## config.mk

```make
export PLATFORM = sky130hd
export DESIGN_NAME = tiled_xlate
export DESIGN_NICKNAME = d
export VERILOG_FILES = /design/src/rtl/tiled_xlate_pkg.sv /design/src/rtl/tiled_xlate_segsel.sv /design/src/rtl/tiled_xlate_idxaddr.sv /design/src/rtl/tiled_xlate_walk.sv /design/src/rtl/tiled_xlate.sv
export SDC_FILE = /design/constraint.sdc
export NUM_CORES = 1
export LEC_CHECK = 0
export CAP_MARGIN = 20
export CORE_ASPECT_RATIO = 0.5
export CORE_MARGIN = 1
export CORE_UTILIZATION = 60
export CTS_BUF_LIST = sky130_fd_sc_hd__clkbuf_2
export DETAILED_ROUTE_END_ITERATION = 10
export DONT_BUFFER_PORTS = 1
export GPL_TIMING_DRIVEN = 0
export MAX_ROUTING_LAYER = met4
export PLACE_DENSITY_LB_ADDON = 0.2
export SLEW_MARGIN = 30
export SYNTH_ARGS = -nofsm -noshare
export SYNTH_HDL_FRONTEND = slang
export SYNTH_HIERARCHICAL = 1
export SYNTH_SLANG_ARGS = --single-unit
export TNS_END_PERCENT = 30
```

## constraint.sdc

```tcl
create_clock -name clk -period 2.1 [get_ports clk]
set_clock_uncertainty 0.15 [all_clocks]
set_input_delay 0 -clock clk [delete_from_list [all_inputs] [get_ports clk]]
set_output_delay 0 -clock clk [all_outputs]
set_load 0.01 [all_outputs]
```

## src/rtl/tiled_xlate_pkg.sv

```systemverilog
package tiled_xlate_pkg;
  localparam int VA_BITS      = 48;
  localparam int SEG_BITS     = 4;
  localparam int TILE_BITS    = 16;
  localparam int ROOT_IDX     = 9;
  localparam int MID_IDX      = 9;
  localparam int LEAF_IDX     = 10;
  localparam int PAGE_BITS    = 12;
  localparam int ENTRY_BITS   = 64;
  localparam int UPPER_SHIFT  = 3;
  localparam int LEAF_SHIFT   = 2;

  typedef enum logic [1:0] {
    ST_IDLE  = 2'd0,
    ST_ISSUE = 2'd1,
    ST_WAIT  = 2'd2,
    ST_RESP  = 2'd3
  } walk_st_e;
endpackage

```

## src/rtl/tiled_xlate_segsel.sv

```systemverilog
module tiled_xlate_segsel #(
  parameter int SEG_W = 4
) (
  input  logic             en,
  input  logic [SEG_W-1:0] top_bits,
  input  logic [SEG_W-1:0] mask,
  input  logic [SEG_W-1:0] data,
  output logic             hit
);
  // masked nibble compare; disabled block never hits
  always_comb begin
    hit = en && (((top_bits ^ data) & mask) == '0);
  end
endmodule

```

## src/rtl/tiled_xlate_idxaddr.sv

```systemverilog
module tiled_xlate_idxaddr #(
  parameter int VA_W     = 48,
  parameter int L3_W     = 9,
  parameter int L2_W     = 9,
  parameter int L1_W     = 10,
  parameter int UP_SH    = 3,
  parameter int LF_SH    = 2,
  parameter int LVL_W    = 2,
  localparam int IDX_W   = L3_W + L2_W + L1_W,
  localparam int NLVL    = 3
) (
  input  logic [LVL_W-1:0] lvl,
  input  logic [IDX_W-1:0] idx_bits,
  input  logic [VA_W-1:0]  base,
  output logic [VA_W-1:0]  addr
);
  logic [VA_W-1:0] off [NLVL];

  // level 0 = root, 1 = mid, 2 = leaf
  for (genvar g = 0; g < NLVL; g++) begin : g_lvl
    localparam int W  = (g == 0) ? L3_W : ((g == 1) ? L2_W : L1_W);
    localparam int LO = (g == 0) ? (L1_W + L2_W) : ((g == 1) ? L1_W : 0);
    localparam int SH = (g == NLVL - 1) ? LF_SH : UP_SH;
    assign off[g] = {{(VA_W - W){1'b0}}, idx_bits[LO +: W]} << SH;
  end

  always_comb begin
    addr = base;
    for (int i = 0; i < NLVL; i++) begin
      if (lvl == LVL_W'(i)) addr = base + off[i];
    end
  end
endmodule

```

## src/rtl/tiled_xlate_walk.sv

```systemverilog
module tiled_xlate_walk
  import tiled_xlate_pkg::*;
#(
  parameter int VA_W    = 48,
  parameter int SEG_W   = 4,
  parameter int TILE_W  = 16,
  parameter int PAGE_W  = 12,
  parameter int ENT_W   = 64,
  parameter int LVL_W   = 2,
  localparam int LEAF_W = VA_W - TILE_W,
  localparam int IN_W   = VA_W - SEG_W,
  localparam int NLVL   = 3
) (
  input  logic              clk,
  input  logic              rst_n,
  input  logic              seg_hit,
  input  logic [LEAF_W-1:0] root_tile,
  input  logic [LEAF_W-1:0] null_pat,
  input  logic [LEAF_W-1:0] inv_pat,
  input  logic              req_valid,
  output logic              req_ready,
  input  logic [VA_W-1:0]   req_addr,
  output logic              rsp_valid,
  input  logic              rsp_ready,
  output logic [VA_W-1:0]   rsp_addr,
  output logic              rsp_null,
  output logic              rsp_fault,
  output logic              mem_req_valid,
  input  logic              mem_req_ready,
  input  logic              mem_rsp_valid,
  input  logic [ENT_W-1:0]  mem_rsp_data,
  output logic [LVL_W-1:0]  lvl_o,
  output logic [IN_W-1:0]   va_o,
  output logic [VA_W-1:0]   base_o
);
  walk_st_e          st_q, st_d;
  logic [LVL_W-1:0]  lvl_q, lvl_d;
  logic [IN_W-1:0]   va_q;
  logic [VA_W-1:0]   base_q, base_d;
  logic [VA_W-1:0]   res_addr_q, res_addr_d;
  logic              res_null_q, res_null_d;
  logic              res_fault_q, res_fault_d;

  logic              ld_va, ld_base, ld_res, ld_lvl;
  logic              last_lvl, inv_hit, null_hit;
  logic [LEAF_W-1:0] leaf;

  assign leaf     = mem_rsp_data[LEAF_W-1:0];
  assign last_lvl = (lvl_q == LVL_W'(NLVL - 1));
  assign inv_hit  = last_lvl ? (leaf == inv_pat)
                             : (mem_rsp_data == ENT_W'(inv_pat));
  assign null_hit = last_lvl && (leaf == null_pat);

  // next-state logic
  always_comb begin
    st_d        = st_q;
    lvl_d       = lvl_q;
    base_d      = base_q;
    res_addr_d  = res_addr_q;
    res_null_d  = res_null_q;
    res_fault_d = res_fault_q;
    ld_va       = 1'b0;
    ld_base     = 1'b0;
    ld_res      = 1'b0;
    ld_lvl      = 1'b0;
    unique case (st_q)
      ST_IDLE: begin
        if (req_valid) begin
          ld_va = 1'b1;
          if (seg_hit) begin
            st_d    = ST_ISSUE;
            ld_lvl  = 1'b1;
            lvl_d   = '0;
            ld_base = 1'b1;
            base_d  = {root_tile, TILE_W'(0)};
          end else begin
            st_d        = ST_RESP;
            ld_res      = 1'b1;
            res_addr_d  = req_addr;
            res_null_d  = 1'b0;
            res_fault_d = 1'b0;
          end
        end
      end
      ST_ISSUE: begin
        if (mem_req_ready) st_d = ST_WAIT;
      end
      ST_WAIT: begin
        if (mem_rsp_valid) begin
          if (inv_hit) begin
            st_d        = ST_RESP;
            ld_res      = 1'b1;
            res_addr_d  = '0;
            res_null_d  = 1'b0;
            res_fault_d = 1'b1;
          end else if (!last_lvl) begin
            st_d    = ST_ISSUE;
            ld_lvl  = 1'b1;
            lvl_d   = lvl_q + 1'b1;
            ld_base = 1'b1;
            base_d  = {mem_rsp_data[VA_W-1:PAGE_W], PAGE_W'(0)};
          end else begin
            st_d        = ST_RESP;
            ld_res      = 1'b1;
            res_null_d  = null_hit;
            res_fault_d = 1'b0;
            res_addr_d  = null_hit ? '0 : {leaf, va_q[TILE_W-1:0]};
          end
        end
      end
      ST_RESP: begin
        if (rsp_ready) st_d = ST_IDLE;
      end
      default: st_d = ST_IDLE;
    endcase
  end

  // registers with explicit load enables
  always_ff @(posedge clk or negedge rst_n) begin
    if (!rst_n) begin
      st_q        <= ST_IDLE;
      lvl_q       <= '0;
      va_q        <= '0;
      base_q      <= '0;
      res_addr_q  <= '0;
      res_null_q  <= 1'b0;
      res_fault_q <= 1'b0;
    end else begin
      st_q <= st_d;
      if (ld_lvl)  lvl_q  <= lvl_d;
      if (ld_va)   va_q   <= req_addr[IN_W-1:0];
      if (ld_base) base_q <= base_d;
      if (ld_res) begin
        res_addr_q  <= res_addr_d;
        res_null_q  <= res_null_d;
        res_fault_q <= res_fault_d;
      end
    end
  end

  assign req_ready     = (st_q == ST_IDLE);
  assign mem_req_valid = (st_q == ST_ISSUE);
  assign rsp_valid     = (st_q == ST_RESP);
  assign rsp_addr      = res_addr_q;
  assign rsp_null      = res_null_q;
  assign rsp_fault     = res_fault_q;
  assign lvl_o         = lvl_q;
  assign va_o          = va_q;
  assign base_o        = base_q;
endmodule

```

## src/rtl/tiled_xlate.sv

```systemverilog
module tiled_xlate #(
  parameter int VA_W   = tiled_xlate_pkg::VA_BITS,
  parameter int SEG_W  = tiled_xlate_pkg::SEG_BITS,
  parameter int TILE_W = tiled_xlate_pkg::TILE_BITS,
  parameter int L3_W   = tiled_xlate_pkg::ROOT_IDX,
  parameter int L2_W   = tiled_xlate_pkg::MID_IDX,
  parameter int L1_W   = tiled_xlate_pkg::LEAF_IDX,
  parameter int PAGE_W = tiled_xlate_pkg::PAGE_BITS,
  parameter int ENT_W  = tiled_xlate_pkg::ENTRY_BITS,
  parameter int UP_SH  = tiled_xlate_pkg::UPPER_SHIFT,
  parameter int LF_SH  = tiled_xlate_pkg::LEAF_SHIFT,
  localparam int LEAF_W = VA_W - TILE_W,
  localparam int IN_W   = VA_W - SEG_W,
  localparam int IDX_W  = L3_W + L2_W + L1_W,
  localparam int LVL_W  = 2
) (
  input  logic              clk,
  input  logic              rst_n,
  input  logic              cfg_enable,
  input  logic [SEG_W-1:0]  cfg_seg_mask,
  input  logic [SEG_W-1:0]  cfg_seg_data,
  input  logic [LEAF_W-1:0] cfg_root_tile,
  input  logic [LEAF_W-1:0] cfg_null_pat,
  input  logic [LEAF_W-1:0] cfg_inv_pat,
  input  logic              req_valid,
  output logic              req_ready,
  input  logic [VA_W-1:0]   req_addr,
  output logic              rsp_valid,
  input  logic              rsp_ready,
  output logic [VA_W-1:0]   rsp_addr,
  output logic              rsp_null,
  output logic              rsp_fault,
  output logic              mem_req_valid,
  input  logic              mem_req_ready,
  output logic [VA_W-1:0]   mem_req_addr,
  input  logic              mem_rsp_valid,
  input  logic [ENT_W-1:0]  mem_rsp_data
);
  logic             seg_hit;
  logic [LVL_W-1:0] lvl;
  logic [IN_W-1:0]  va_held;
  logic [VA_W-1:0]  base;

  tiled_xlate_segsel #(.SEG_W(SEG_W)) u_segsel (
    .en       (cfg_enable),
    .top_bits (req_addr[VA_W-1 -: SEG_W]),
    .mask     (cfg_seg_mask),
    .data     (cfg_seg_data),
    .hit      (seg_hit)
  );

  tiled_xlate_walk #(
    .VA_W(VA_W), .SEG_W(SEG_W), .TILE_W(TILE_W), .PAGE_W(PAGE_W),
    .ENT_W(ENT_W), .LVL_W(LVL_W)
  ) u_walk (
    .clk           (clk),
    .rst_n         (rst_n),
    .seg_hit       (seg_hit),
    .root_tile     (cfg_root_tile),
    .null_pat      (cfg_null_pat),
    .inv_pat       (cfg_inv_pat),
    .req_valid     (req_valid),
    .req_ready     (req_ready),
    .req_addr      (req_addr),
    .rsp_valid     (rsp_valid),
    .rsp_ready     (rsp_ready),
    .rsp_addr      (rsp_addr),
    .rsp_null      (rsp_null),
    .rsp_fault     (rsp_fault),
    .mem_req_valid (mem_req_valid),
    .mem_req_ready (mem_req_ready),
    .mem_rsp_valid (mem_rsp_valid),
    .mem_rsp_data  (mem_rsp_data),
    .lvl_o         (lvl),
    .va_o          (va_held),
    .base_o        (base)
  );

  tiled_xlate_idxaddr #(
    .VA_W(VA_W), .L3_W(L3_W), .L2_W(L2_W), .L1_W(L1_W),
    .UP_SH(UP_SH), .LF_SH(LF_SH), .LVL_W(LVL_W)
  ) u_idxaddr (
    .lvl      (lvl),
    .idx_bits (va_held[TILE_W +: IDX_W]),
    .base     (base),
    .addr     (mem_req_addr)
  );
endmodule

```

==> impl_metrics.toml, run 1 <==
[synthesis]
yosysSeqAreaShare = 0.3587
syn_area_um2 = 9348
post_synth.cell_area_avg_um2 = 10.28
postSynthCellCount = 909
synth_edf_count = 0
ys.flop_type = "dfrtp_1"
synthDistinctLibCells = 64
ys_seq_elements = 134
ys_warn_count = 6
synthArstFlopShare = 1.000

[floorplan]
die_w_um = 178.5
die_height_um = 90.26
initial_core_util = 0.6309
rows = 31
io_pins = 324

[cts]
cts_sinks = 134
cts_buffers = 17
cts_setup_buffers = 29
htreeDepth = 4
hold_buffers = 237
clock-root-buffer = "clkbuf_2"
cts-resized-gates = 138
clockBufferDepth = 2

[placed_design]
post_dp_cell_area_um2 = 9639
place_hpwl_um = 23680
portBuffers = 0
gp_congestion = 1.019

[outcome]
error_line = "[ERROR RSZ-0060] Max buffer count reached."
stop_stage = "4_1_cts"
status = "stopped before the end"
==> synthesized netlist by cell type (all sizes together), types with 4 or more instances <==
library cell  instances  area (µm²)
ha                   29       362.9
a32o                 49       490.5
mux4                  7       157.7
nor3                 12       105.1
nor2b                 8       52.55
xor2                 35       306.5
xnor2                91       797.0
clkbuf               22       82.58
a31oi                 4       25.02
and3                 10       62.56
o21ai                21       108.9
buf                  38       254.0
nand2b                5       31.28
a21oi                28       147.6
dfrtp               134        3353
inv                  15       56.30
nor2                 27       101.4
nor4                 19       201.4
a21o                  7       52.55
mux2                127        1430
nand4                25       171.4
nand3                26       130.1
nand2               129       484.2
==> through the flow <==
stage                     setup WS (ns)  setup TNS (ns)  hold WS (ns)  utilization  instances
after detailed placement        -0.6355          -57.57       -0.4419       0.6506       1118
after global placement          -0.5851          -53.35       -0.4399       0.6506       1118
after floorplan                0.009097               0       -0.4456            -        920
==> logic make-up after synthesis <==
family,Yosys count,synth area share
buffers and inverters,76,0.04243
XOR/XNOR,126,0.1181
AND/OR/NAND/NOR,273,0.1534
other,1,0.0004012
flip-flops,134,0.3587
multiplexers,134,0.1699
AO/OA/AOI/OAI,133,0.1119
adder cells (fa/ha/maj),32,0.04524
==> run 2: changes to the inputs <==
--- a/config.mk
+++ b/config.mk
@@ -6,15 +6,12 @@
 export NUM_CORES = 1
 export LEC_CHECK = 0
 export CAP_MARGIN = 20
-export CORE_ASPECT_RATIO = 0.5
 export CORE_MARGIN = 1
-export CORE_UTILIZATION = 60
-export CTS_BUF_LIST = sky130_fd_sc_hd__clkbuf_2
+export CORE_UTILIZATION = 40
 export DETAILED_ROUTE_END_ITERATION = 10
 export DONT_BUFFER_PORTS = 1
 export GPL_TIMING_DRIVEN = 0
-export MAX_ROUTING_LAYER = met4
-export PLACE_DENSITY_LB_ADDON = 0.2
+export PLACE_DENSITY_LB_ADDON = 0.15
 export SLEW_MARGIN = 30
 export SYNTH_ARGS = -nofsm -noshare
 export SYNTH_HDL_FRONTEND = slang
==> constraint.sdc (replaced) <==
create_clock -name clk -period 2.73 [get_ports clk]
set_clock_uncertainty 0.15 [all_clocks]
set_input_delay 0 -clock clk [delete_from_list [all_inputs] [get_ports clk]]
set_output_delay 0 -clock clk [all_outputs]
set_load 0.01 [all_outputs]
==> run 2 against run 1 <==
  * Synthesized cell count stayed put
  * Synthesized area stayed put
  * The flow now finishes, with violations (hold timing)
==> impl_metrics.toml, run 2 <==
[synthesis]
synth-xor-area-share = 0.1181
synth_edf_count = 0
synth_top_family_by_area = "multiplexers"
post_synth.cell_area_avg_um2 = 10.28
synth.area.top_cells = "dfrtp_1, mux2_2, xnor2_1, a32o_1, nand2_1"
synth_top_area_frac = 0.3587
yosysSeqAreaShare = 0.3587
postSynthCellCount = 909
synthAdderAreaFrac = 0.04524
ys.flop_type = "dfrtp_1"
synthTopCellsByCount = "dfrtp_1, nand2_1, mux2_2, xnor2_1, a32o_1"
synthDistinctLibCells = 64
synthMuxAreaShare = 0.1699
yosysMostFrequentCell = "dfrtp_1"
syn_area_um2 = 9348
synth_largest_area_cell = "dfrtp_1"
synth-simple-area-share = 0.1534
ys_seq_elements = 134
synthArstFlopShare = 1.000
ys_warn_count = 6
synth_compound_area_frac = 0.1119

[timing]
maxSlewViolCount = 0
setup-violations-final = 0
final_hold_viol_count = 134
fin_ws_ns = 0.08425
finalSetupTns_ns = 0
fin_crit_ns = 2.646
fmax_mhz = 378.0
worst_pin_slew_ns = 0.6616
max-slew-margin-rel = 0.5589
rsz0062_at_grt = "yes"
worst_hold_slack_ns = -0.8830
finalCritPeriodShare = 0.9691

[setup_path]
critPathArrivalTime_ns = 2.50
crit_buf_inv = 1
max_stage_delay_ns = 0.42
critPathMaxFanout = 4
path_cells = "nand4_1 -> buf_4 -> or3_1 -> or2_1 -> nor4_2 -> xor2_1"
worstSetupPathDepth = 6
r2r-end = "u_walk/st_q[1]$_DFFE_PN0P_"
slowest_stage = "dfrtp_1"
critical_path.top_delay_family = "simple AND/OR/NAND/NOR gates"
cp.required_ns = 2.58
ff2ff_setup_slack_ns = 0.13
r2r-start = "u_walk/st_q[0]$_DFFE_PN0P_"
worstSetupPathType = "flip-flop to output port"
worstSetupStartpointType = "flip-flop"
ff2ff_path_depth = 6
crit_end = "mem_req_addr[42]"
startpoint = "u_walk/base_o[25]$_DFFE_PN0P_"
end_kind = "output port"

[floorplan]
core_area_um2 = 22780
die_area_um2 = 23980
die_height_um = 154.9
io_pins = 324
die_w_um = 154.9
initial_core_util = 0.4104
rows = 55

[cts]
htreeDepth = 4
clock-root-buffer = "clkbuf_16"
insertion_delay_ns = 0.43
hold_buffers = 142
cts_tree = "built"
cts_buffers = 17
clk_pin_slew_worst_paths_ns = 0.07
cts_sinks = 134
clockBufferDepth = 2

[final_layout]
fin_area_um2 = 11930
diodes = 0
mostFrequentLayoutCell = "dlygate4sd3_1"
final_cell_mix = "dlygate4sd3_1, dfrtp_1, nand2_1"
largest_register_ffs = 48
synthToLayoutAreaGrowth_pct = 27.65
drive_gt1_frac = 0.2093
fillers = 2101
final_core_util = 0.5239
nets = 1336

[detailed_routing]
num_vias = 7988
routed_via_density = 5.677
route.detailed.drc = 0
drt_iter0_drc = 522
wirelength_um = 35100
wire_per_inst_um = 24.95
ant_nets = 0
drtPass1Iterations = 5

[outcome]
status = "complete, but fails checks"
violations = "hold timing"

[hold_path]
min_path_type = "input pin to asynchronous set/reset pin"

[global_routing]
overflow = 0
grt_pass1_wl_um = 50740
track_usage = 0.2913
antenna_found_initial = 2
grt_pass1_vias = 8073
grt_max_degree = 135

[pwr]
power.total_mw = 13.19
leakagePower_nw = 4.924
ir_worst_vdd_uv = 513.4
power_density_nw_per_um2 = 1105

[placed_design]
portBuffers = 0
place_hpwl_um = 26030
gp_congestion = 0.8536
pre_cts_ws_ns = -0.5382
post_dp_cell_area_um2 = 9781

[job]
cap_viol_max_count = 0
-- run 2: cell counts after synthesis --
No cell type changed its count.
-- run 2: repair_timing --
item / CTS / global route
endpoints found under the hold margin: 266 / 134
endpoints found under the setup margin: 51 / 50
cloned: 0 / 0
buffers inserted: 0 / 1
pin swaps: 0 / 2
gates resized for setup: 6 / 15
-- run 2: worst min-delay path by stage --
stage,slack (ns),from,depth (start not counted),to
after global placement,-0.44,rst_n,0,u_walk/base_o[33]$_DFFE_PN0P_
final,-0.88,rst_n,0,u_walk/base_o[33]$_DFFE_PN0P_
after global routing,-0.90,rst_n,0,u_walk/base_o[38]$_DFFE_PN0P_
after floorplan,-0.45,rst_n,0,u_walk/base_o[12]$_DFFE_PN0P_
after detailed placement,-0.44,rst_n,0,u_walk/base_o[33]$_DFFE_PN0P_
after CTS,-0.90,rst_n,0,u_walk/base_o[33]$_DFFE_PN0P_
-- run 2: cells by family after synthesis --
family,count (synthesis)
fa+ha+maj,32
other cells,1
mux,134
flops,134
simple gates,273
xor+xnor,126
compound gates,133
buf+inv,76
-- run 2: final cells by class --
type,instances,area (µm²),share of cell area
timing repair buffer,143,1429,0.1197
inverter,16,60.06,0.005033
tap,313,391.6,0.03282
sequential,134,3357,0.2813
clock buffer,17,425.4,0.03565
multi-input combinational,710,5708,0.4783
buffer,59,339.1,0.02842
clock inverter,15,222.7,0.01866
-- run 2: power by group --
| group | internal (mW) | switching, mW |
|---|---|---|
| combinational | 3.08 | 3.40 |
| clock | 1.51 | 1.11 |
| sequential | 2.99 | 1.10 |
-- run 2: through the flow --
stage | hold WS [ns] | cells
2_1_floorplan | -0.4456 | 920
3_3_place_gp | -0.4430 | 1233
3_5_place_dp | -0.4420 | 1233
4_1_cts | -0.9029 | 1406
5_1_grt | -0.9029 | 1407
6_report | -0.8830 | 1407
-- run 2: per-layer routing --
metal,vias up,routed length [µm],GRT usage
li1,3616,-,-
met1,3953,13880,0.3455
met2,341,16790,0.4790
met3,74,2776,0.09136
met4,4,1624,0.1405
met5,-,29,0
(Power assumes the default switching activity.)
==> run 3: changes to the inputs <==
--- a/config.mk
+++ b/config.mk
@@ -10,7 +10,6 @@
 export CORE_UTILIZATION = 40
 export DETAILED_ROUTE_END_ITERATION = 10
 export DONT_BUFFER_PORTS = 1
-export GPL_TIMING_DRIVEN = 0
 export PLACE_DENSITY_LB_ADDON = 0.15
 export SLEW_MARGIN = 30
 export SYNTH_ARGS = -nofsm -noshare
==> run 3 against run 2 <==
  * The flow still finishes with violations (hold timing)
  * Non-clock buffer count is 42 lower
  * Via count is 3.7% lower
  * Routed wire length is 5.6% lower
  * Cell area is 1.5% lower
  * Count of clock-buffer cells in the layout stayed put
  * Register-to-register slack better by 0.07 ns
  * Hold slack better by 0.011 ns
  * Final cell count is 3.0% lower
  * Critical endpoint is now u_walk/st_q[1]$_DFFE_PN0P_
  * Highest routed layer is now met4
==> impl_metrics.toml, run 3 (synthesized netlist as in run 2, its figures left out) <==
[floorplan]
core_area_um2 = 22780
die_area_um2 = 23980
initial_core_util = 0.4104
die_w_um = 154.9
rows = 55
io_pins = 324
die_height_um = 154.9

[timing]
setup-violations-final = 0
final_hold_viol_count = 134
worst_pin_slew_ns = 0.5675
worst_hold_slack_ns = -0.8720
fmax_mhz = 386.8
fin_crit_ns = 2.585
finalSetupTns_ns = 0
rsz0062_at_grt = "no"
maxSlewViolCount = 0
finalCritPeriodShare = 0.9469
max-slew-margin-rel = 0.6191

[setup_path]
critPathArrivalTime_ns = 2.79
end_kind = "flip-flop"
startpoint = "mem_rsp_data[16]"
cp.required_ns = 2.94
r2r-start = "u_walk/st_q[0]$_DFFE_PN0P_"
ff2ff_setup_slack_ns = 0.20
worstSetupStartpointType = "input pin"
worstSetupPathType = "input pin to flip-flop"
critPathMaxFanout = 4

[cts]
insertion_delay_ns = 0.42
clk_pin_slew_worst_paths_ns = 0.07
htreeDepth = 4
cts_buffers = 17
cts_sinks = 134
hold_buffers = 137
clockBufferDepth = 2
cts_tree = "built"
clock-root-buffer = "clkbuf_16"

[global_routing]
grt_pass1_wl_um = 49450
antenna_found_initial = 0
track_usage = 0.2785
grt_max_degree = 135
overflow = 0
grt_pass1_vias = 7972

[outcome]
status = "complete, but fails checks"
violations = "hold timing"

[detailed_routing]
drt_iter0_drc = 413
route.detailed.drc = 0
routed_via_density = 5.633
num_vias = 7689
wire_per_inst_um = 24.28
drtPass1Iterations = 5
ant_nets = 0
wirelength_um = 33150

[placed_design]
gp_congestion = 0.8788
place_hpwl_um = 24080
portBuffers = 0

[pwr]
leakagePower_nw = 4.808
power.total_mw = 12.84
power_density_nw_per_um2 = 1093
ir_worst_vdd_uv = 822.7

[final_layout]
final_cell_mix = "dlygate4sd3_1, dfrtp_1, nand2_1"
drive_gt1_frac = 0.2025
diodes = 0
fillers = 2110
final_core_util = 0.5160
nets = 1294
seqCellArea_um2 = 3354
mostFrequentLayoutCell = "dlygate4sd3_1"
multi_input_area_um2 = 5732
largest_register_ffs = 48
synthToLayoutAreaGrowth_pct = 25.73

[job]
cap_viol_max_count = 0

[hold_path]
min_path_type = "input pin to asynchronous set/reset pin"
==> run 3: critical path, stage by stage <==
cell and delay [ns]:
dlygate4sd3_1 0.73, xnor2_1 0.17, nand4_1 0.17, nor4_4 0.47, nand3_1 0.22, a32o_1 0.32
a21oi_1 0.15, dlygate4sd3_1 0.56
==> run 3: path summary, 6_finish.rpt <==
| check | cells after the start | to |
|---|---|---|
| min in group clk | 4 | u_walk/rsp_fault$_DFFE_PN0P_ |
| max in group asynchronous | 0 | u_walk/va_o[2]$_DFFE_PN0P_ |
| hold reg to reg | 1 | u_walk/base_o[18]$_DFFE_PN0P_ |
| setup reg to reg | 6 | u_walk/base_o[46]$_DFFE_PN0P_ |
| hold / removal | 0 | u_walk/base_o[33]$_DFFE_PN0P_ |
| setup / recovery | 8 | u_walk/st_q[1]$_DFFE_PN0P_ |
==> run 3: cell type report <==
type	instances	share of cell area
multi-input combinational	710	0.4877
sequential	134	0.2854
timing repair buffer	160	0.1373
clock buffer	17	0.03620
tap	313	0.03332
clock inverter	15	0.01490
inverter	16	0.005110
==> run 3: layer usage <==
| layer | track usage | part of all wire | up-vias |
|---|---|---|---|
| li1 | - | - | 3555 |
| met1 | 0.3309 | 0.40 | 3825 |
| met2 | 0.4670 | 0.49 | 274 |
| met3 | 0.08663 | 0.075 | 35 |
| met4 | 0.1141 | 0.033 | 0 |
| met5 | 0 | 0 | - |
==> run 3: timing repair <==
| item | in CTS | in global routing |
|---|---|---|
| pin swaps | 0 | 2 |
| gates cloned | 0 | 0 |
| setup buffers | 0 | 2 |
| gates resized for setup | 2 | 9 |
| setup endpoints to repair | 3 | 11 |
| endpoints found under the hold margin | 265 | 134 |
==> run 3: through the flow <==
stage	area (µm²)	setup WS [ns]	hold slack [ns]	instances
after global placement	9716	0.3608	-0.4425	1194
after detailed placement	9716	0.3607	-0.4417	1194
final	11750	0.1450	-0.8720	1365
after floorplan	9389	0.5734	-0.4456	920
after CTS	11690	0.03420	-0.8924	1363
after global routing	11750	0.002631	-0.9032	1365
==> run 3: power by group <==
part	switching (mW)	total (mW)	internal, mW	leakage (nW)
combinational	3.21	6.39	3.18	2.90
sequential	1.13	4.12	2.99	1.62
clock	1.09	2.33	1.24	0.291
total	5.43	12.8	7.41	4.81
